[config.mk]
export PLATFORM = sky130hd
export DESIGN_NAME = hresamp
export DESIGN_NICKNAME = d
export VERILOG_FILES = /design/src/rtl/hresamp.sv
export SDC_FILE = /design/constraint.sdc
export NUM_CORES = 1
export LEC_CHECK = 0
export BUFFER_PORTS_ARGS = -buffer_cell sky130_fd_sc_hd__buf_2
export CAP_MARGIN = 15
export CORE_MARGIN = 5
export CORE_UTILIZATION = 30
export DETAILED_ROUTE_END_ITERATION = 10
export PLACE_DENSITY = 0.48
export SLEW_MARGIN = 20
export SYNTH_ARGS = -nofsm -noshare
export SYNTH_HDL_FRONTEND = slang
export SYNTH_SLANG_ARGS = --single-unit
[constraint.sdc]
create_clock -name clk -period 7.8 [get_ports clk]
set_input_delay 1.56 -clock clk [delete_from_list [all_inputs] [get_ports clk]]
set_output_delay 1.56 -clock clk [all_outputs]
set_load 0.02 [all_outputs]
[src/rtl/hresamp.sv]
module hresamp #(
  parameter int PIX_W  = 8,
  parameter int COEF_W = 8,
  parameter int TAPS   = 5,
  parameter int PH_W   = 3,
  parameter int FRAC_W = 10,
  parameter int ACC_W  = 24,
  parameter int INC_W  = 16,
  parameter int LEN_W  = 12
) (
  input  logic                               clk,
  input  logic                               rst_n,
  input  logic                               line_start,
  input  logic                               field_sel,
  input  logic [INC_W-1:0]                   inc,
  input  logic [ACC_W-1:0]                   init_even,
  input  logic [ACC_W-1:0]                   init_odd,
  input  logic [LEN_W-1:0]                   in_len,
  input  logic [LEN_W-1:0]                   out_len,
  input  logic [TAPS*(1<<PH_W)*COEF_W-1:0]   coef,
  input  logic                               in_valid,
  output logic                               in_ready,
  input  logic [PIX_W-1:0]                   in_pix,
  output logic                               out_valid,
  input  logic                               out_ready,
  output logic [PIX_W-1:0]                   out_pix,
  output logic                               out_last
);
  localparam int CTR    = TAPS / 2;
  localparam int PRIME  = TAPS - 1 - CTR;
  localparam int STEP_W = ACC_W - FRAC_W;
  localparam int CSH    = COEF_W - 1;
  localparam int SUM_W  = PIX_W + COEF_W + $clog2(TAPS) + 1;
  localparam logic [ACC_W-1:0]        HALF = ACC_W'(1) << (FRAC_W - 1);
  localparam logic signed [SUM_W-1:0] RND  = SUM_W'(1) << (CSH - 1);
  localparam logic signed [SUM_W-1:0] PMAX = SUM_W'((1 << PIX_W) - 1);

  typedef enum logic [2:0] {S_WAIT, S_INIT, S_LOAD, S_PHASE, S_FIR, S_OUT} st_t;

  st_t                       state;
  logic [ACC_W-1:0]          acc;
  logic [LEN_W-1:0]          in_cnt, out_cnt;
  logic [STEP_W-1:0]         left;
  logic [PIX_W-1:0]          taps [TAPS];
  logic signed [COEF_W-1:0]  cq   [TAPS];

  logic [ACC_W-1:0]          acc_h, acc_n;
  logic [STEP_W-1:0]         step;
  logic [PH_W-1:0]           ph;
  logic                      have_in, do_shift;
  logic [PIX_W-1:0]          new_pix;
  logic signed [SUM_W-1:0]   sum, rnd;
  logic [PIX_W-1:0]          sat;

  assign acc_h    = acc + HALF;
  assign acc_n    = acc_h + ACC_W'(inc);
  assign step     = acc_n[ACC_W-1:FRAC_W] - acc_h[ACC_W-1:FRAC_W];
  assign ph       = acc[FRAC_W-1 -: PH_W];
  assign have_in  = in_cnt < in_len;
  assign new_pix  = have_in ? in_pix : taps[TAPS-1];
  assign do_shift = (state == S_LOAD) && (left != '0) && (!have_in || in_valid);

  assign in_ready  = !line_start &&
                     ((state == S_INIT) || ((state == S_LOAD) && (left != '0) && have_in));
  assign out_valid = (state == S_OUT);
  assign out_last  = out_valid && (out_cnt == out_len - 1'b1);

  always_comb begin
    sum = '0;
    for (int t = 0; t < TAPS; t++)
      sum = sum + SUM_W'($signed({1'b0, taps[t]})) * SUM_W'(cq[t]);
  end

  assign rnd = (sum + RND) >>> CSH;
  assign sat = rnd[SUM_W-1] ? '0 : ((rnd > PMAX) ? PIX_W'(PMAX) : rnd[PIX_W-1:0]);

  always_ff @(posedge clk) begin
    if (!rst_n) begin
      state   <= S_WAIT;
      acc     <= '0;
      in_cnt  <= '0;
      out_cnt <= '0;
      left    <= '0;
      out_pix <= '0;
      for (int t = 0; t < TAPS; t++) begin
        taps[t] <= '0;
        cq[t]   <= '0;
      end
    end else if (line_start) begin
      state   <= S_INIT;
      acc     <= field_sel ? init_odd : init_even;
      in_cnt  <= '0;
      out_cnt <= '0;
      left    <= '0;
    end else begin
      case (state)
        S_INIT: if (in_valid) begin
          for (int t = 0; t < TAPS; t++) taps[t] <= in_pix;
          in_cnt <= LEN_W'(1);
          left   <= STEP_W'(PRIME);
          state  <= S_LOAD;
        end
        S_LOAD: begin
          if (left == '0) state <= S_PHASE;
          else if (do_shift) begin
            for (int t = 0; t < TAPS - 1; t++) taps[t] <= taps[t+1];
            taps[TAPS-1] <= new_pix;
            if (have_in) in_cnt <= in_cnt + 1'b1;
            left <= left - 1'b1;
          end
        end
        S_PHASE: begin
          for (int t = 0; t < TAPS; t++)
            cq[t] <= $signed(coef[(int'(ph) * TAPS + t) * COEF_W +: COEF_W]);
          state <= S_FIR;
        end
        S_FIR: begin
          out_pix <= sat;
          state   <= S_OUT;
        end
        S_OUT: if (out_ready) begin
          acc     <= acc + ACC_W'(inc);
          left    <= step;
          out_cnt <= out_cnt + 1'b1;
          state   <= out_last ? S_WAIT : S_LOAD;
        end
        default: state <= S_WAIT;
      endcase
    end
  end

  AST_IN_LIMIT: assert property (@(posedge clk) disable iff (!rst_n)
    in_valid && in_ready |=> in_cnt <= in_len);

  AST_LAST_IDLE: assert property (@(posedge clk) disable iff (!rst_n)
    out_valid && out_ready && out_last && !line_start |=> !out_valid && !in_ready);

  AST_STALL_HOLD: assert property (@(posedge clk) disable iff (!rst_n)
    out_valid && !out_ready && !line_start |=> out_valid && $stable(out_pix));

  AST_RESTART_CLEAR: assert property (@(posedge clk) disable iff (!rst_n)
    line_start |=> !out_valid);

endmodule

# After elaboration in Yosys (flattened, before gate mapping)
# Memory sizes are Yosys's and may differ from the RTL's.
# Index checks and enable logic that the tools add are counted.
# Widths: inputs -> output; s select.
# totals
mem_bits_ro	0
memories	2
inputBits	422
latchBits	0
ram_bits	80
reg_bits	73
# classes
bitwise	17
n_shift	5
n_mux	54
reduce_logical	23
div_mod_pow	0
n_lt_le_gt_ge	2
multipliers	6
eq_ne	15
n_addsub	17
# mem_list
name	words	word_bits	read_ports	rd_ports_with_merged_regs	write_ports	line	rtl
cq	5	8	5	0	5	45	logic signed [COEF_W-1:0] cq [TAPS];
taps	5	8	5	0	5	44	logic [PIX_W-1:0] taps [TAPS];
# ops
cell	n
$shiftx 320x32->8	4
$shiftx 320x11->8	1
$mux 8	18
$mux 24	4
$mul 9x8->17	5
$add 29x3->29 const B	2
$mux 14	4
$add 24x16->24	2
$mux 12	4
$pmux 14 s3	1
$add 29x2->29 const B	1
$add 12x1->12 const B	2
$add 24x10->24 const B	1
$pmux 12 s2	1
$add 19x17->20	1
$add 20x17->20	1
$add 20x8->20 const B	1
$add 18x17->19	1
$add 17x17->18	1
$mux 1	17
$or 1x1->1	15
$pmux 3 s5	1
$logic_not 14->1	1
$reduce_bool 14->1	1
other kinds (27)	49

# Longest topological paths before layout
# logic_depth
word_depth	11
mapped_depth	29
depth_no_buf	28

# Worst setup path before layout
# Ideal clock, no wire load.
# synth_timing
kind	flip-flop to flip-flop
from	mem cq[0][7]
to	reg out_pix[2]
setup_time_ps	159
path_slack_ps	-172
t_required_ps	7641
synth_period_minus_slack_ps	7972
arrival_time_ps	7813
stages_incl_launch_ff	26
cell_sequence	edfxtp_1 inv_1 nor2_1 fa_1 inv_1 fa_1 fa_1 fa_1 fa_1 inv_1 fa_1 fa_1 inv_1 fa_1 inv_1 ha_1 ha_1 a21o_1 a21o_1 a21oi_1 o21ai_0 a221o_1 and4_1 mux2i_1 nor4_1 a211oi_1
# synth_rtl
item	line	rtl
start, declared	45	
end signal, assigned	118	out_pix <= sat;
end, declared	26	output logic [PIX_W-1:0] out_pix,

==> summary.md <==
| Metric | Value |
|---|---|
| Run status | finished, final reports clean |
| Worst-Skew Late Latency | ~0.50 ns |
| Largest net degree at the start of global routing | 67 |
| Data arrival, critical path | 8.14 ns |
| Post-CTS Hold Buffers | 0 |
| Kind of critical path | reg2reg |
| Hold EP | in_cnt[11]$_SDFFE_PP0P_ |
| PwrDens | about 270 nW/um^2 |
| Unrepaired setup endpoints after global routing | yes |
| First-pass GRT wire length | roughly 160000 um |
| Minimum clock period | 7.76 ns |
| Share of cells above drive strength 1 | 0.324 |
| Critical Path Sink Type | flip-flop |
| Most frequent cells in the layout | inv_1, buf_2, mux4_2 |
| Worst-path fanout max | 8 |
| Register area share after synthesis | 0.127 |
| Number of remaining DRC errors | 0 |
| Post-Syn Nets | between 3000 and 4000 |
| Reg2Reg Launch Point | taps[0][10]$_DFFE_PP_ |
| R2R Path End | out_pix[1]$_SDFFE_PN0P_ |
| Core Area | 100000 um^2 |
| Synth-to-layout area growth | 20.0% |
| Area contributors post-synth | mux4_2, fa_1, ha_1 |
| Largest family of logic cells by synthesized area | adder cells |
| Compound-gate portion of the synthesized area | 0.0825 |
| Worst EP required | around 8.2 ns |
| Leak | 16.0 nW |
| Routability cong. | 0.902 |
| H-tree depth | 4 |
| Die Ht | 327 um |
| Initial antenna violation count | 35 |
| Fillers | 10100 |
| Mean routed wirelength per cell | 22.7 um |
| # port buffers | 430 |
| Routed Wire Length | around 110000 um |
| Max Fclk | around 130 MHz |
| Aggregate global routing overflow | 0 |
| Final hold violation count | 0 |
| Netlist cell types | ~80 |
| Post-route ant nets | 0 |
| Yosys top cell by area | mux4_2 |
| Share of the synthesized area in the top cell type | 0.238 |
| YS warnings | 0 |
| Mux share of post-synthesis cell area | 0.265 |
| Hold Crit Start | in_cnt[11]$_SDFFE_PP0P_ |
| Vias per cell | roughly 5.2 |
| Row count | around 120 |
| Die X-Extent | roughly 330 um |
| Placed cell count | approximately 4700 |
| Post-synthesis adder-cell area fraction | 0.298 |
| R2R setup slack | about 0.04 ns |
| Syn_area_per_cell | 10.5 um^2 |
| Main synth FF type | edfxtp_1 |
| Via count | about 25000 |
| Yosys reg bits | 152 |
| Syn Std Cell Area | slightly above 30000 um^2 |
| Hold Crit Depth | 2 |
| Synth Area in Simple Gates | 0.125 |
| Ports | 433 |
| All-Layer GR Usage | 0.200 |
| Number of buffers created by CTS | 17 |
| MaxCap Viol Count | 0 |
| DRT Pass-1 Iters | 5 |
| Worst rel slew slack | 0.263 |
| Clock Sink Count | ~150 |
| VDD IR max | 0.701 mV |
| Nets | between 4000 and 5000 |
| Clock root buffer | clkbuf_16 |
| Most common cell after layout, fill and taps aside | inv_1 |
| Number of synthesized flops with an enable pin | 80 |
| Final setup fails | 0 |
| DRT iter0 DRCs | about 1700 |
| Worst Hold Class | reg2reg |
| Synth Area in XOR/XNOR | 0.0270 |
| Final Hold Slack | 0.484 ns |
| Initial Util | 0.302 |
| Dpl hpwl | 90500 um |
| Slew @ Worst Pin | ~1.1 ns |
| Setup Skew | 0.0189 ns |
| Reg clk slew, reported paths | 0.08 ns |
| Vias in the first global route | roughly 26000 |
| Die area | 107000 um^2 |
| R2R cell count | 22 |
| Crit share post-route | 0.995 |
| TritonCTS clock tree | built |
| CP Launch Type | flip-flop |
| Mapped Cells | roughly 2900 |
| Bufs on Longest Clock Path | 2 |
| Asr flop ratio synth | 0 |
| Layout Cells excl Fill | between 4000 and 5000 |
| Slew Viols, Final | 0 |
-- critical path, cell delays in order (launching register included) --
cell,delay (ns)
edfxtp_1,0.48
buf_4,0.20
and2_1,0.16
fa_1,0.47
fa_1,0.58
fa_1,0.45
fa_1,0.63
fa_2,0.49
fa_1,0.53
fa_1,0.43
fa_1,0.53
fa_1,0.44
ha_1,0.32
a21o_1,0.19
a21oi_2,0.14
o21ai_2,0.09
a221o_1,0.42
buf_6,0.18
a31oi_4,0.16
mux2i_1,0.10
nor4_2,0.27
buf_4,0.27
a211oi_1,0.10
-- cell families after synthesis --
family | count (synthesis)
AND/OR/NAND/NOR | 742
buffers and inverters | 594
adder cells (fa/ha/maj) | 539
multiplexers | 402
AO/OA/AOI/OAI | 364
flip-flops | 152
XOR/XNOR | 93
-- through the flow --
step / worst slack (ns) / total power (W) / TNS, ns / utilization / instance area [um^2]
detailed placement: -0.469 / 0.00787 / -3.47 / 0.349 / 34900
global route: -0.171 / 0.0105 / -1.17 / 0.362 / 36200
finish: 0.0403 / 0.00962 / 0 / 0.363 / 36300
floorplan: 0.0433 / 0.00540 / 0 / - / 30200
global placement: -0.435 / 0.00791 / -3.17 / 0.349 / 34900
CTS: 0.000933 / 0.00924 / 0 / 0.358 / 35800
-- routing by layer --
layer / track usage / vias up / share of wire
met5: 0 / - / 0.00088
met4: 0.0711 / 16 / 0.035
met3: 0.0313 / 126 / 0.055
met2: 0.344 / 866 / 0.50
met1: 0.256 / 12500 / 0.41
li1: - / 11300 / -
-- repair_timing --
item                       in CTS  in global routing
gates resized for setup        34                 68
setup buffers                  20                 20
setup endpoints to repair       8                  8
pin swaps                      53                 72
-- where the power goes --
group / internal [W] / switching, W
clock network: 0.000515 / 0.000422
registers: 0.000871 / 0.0000459
logic: 0.00381 / 0.00396
total: 0.00519 / 0.00443
-- layout make-up --
class / count / area [um^2] / area share
diodes: 20 / 50.0 / 0.00138
flip-flops and latches: 152 / 3850 / 0.106
multi-input cells: 2140 / 24500 / 0.677
repair buffers: 640 / 3810 / 0.105
well taps: 1298 / 1620 / 0.0448
inverters: 460 / 1730 / 0.0478
clock inverters: 11 / 123 / 0.00338
clock buffers: 21 / 514 / 0.0142
-- sequential cells by signal, indices dropped and copies added, names as in the netlist --
signal	cells
left	14
out_pix	8
in_cnt	12
out_cnt	12
state	3
acc	23
cq	40
taps	40
-- how the worst max path moves through the flow --
stage,from,endpoint,slack (ns)
finish,taps[0][10]$_DFFE_PP_,out_pix[1]$_SDFFE_PN0P_,0.04
global placement,taps[0][16]$_DFFE_PP_,out_pix[2]$_SDFFE_PN0P_,-0.44
floorplan,cq[0][7]$_SDFFCE_PN0P_,out_pix[2]$_SDFFE_PN0P_,0.04
global route,cq[0][4]$_SDFFCE_PN0P_,out_pix[7]$_SDFFE_PN0P_,-0.17
CTS,cq[0][15]$_SDFFCE_PN0P_,out_pix[7]$_SDFFE_PN0P_,0.0009
detailed placement,cq[0][10]$_SDFFCE_PN0P_,out_pix[2]$_SDFFE_PN0P_,-0.47
-- cells in the mapped netlist (32+ instances only) --
cell type	instances
o21ai_0	37
and2_1	194
clkbuf_1	92
a22o_1	34
dfxtp_1	72
inv_1	458
nor2_1	106
nand2_1	240
edfxtp_1	80
xnor2_1	59
ha_1	237
nand2b_1	32
xor2_1	34
fa_1	302
a21oi_1	100
mux2i_1	82
mux4_2	319
(Power assumes the default switching activity.)
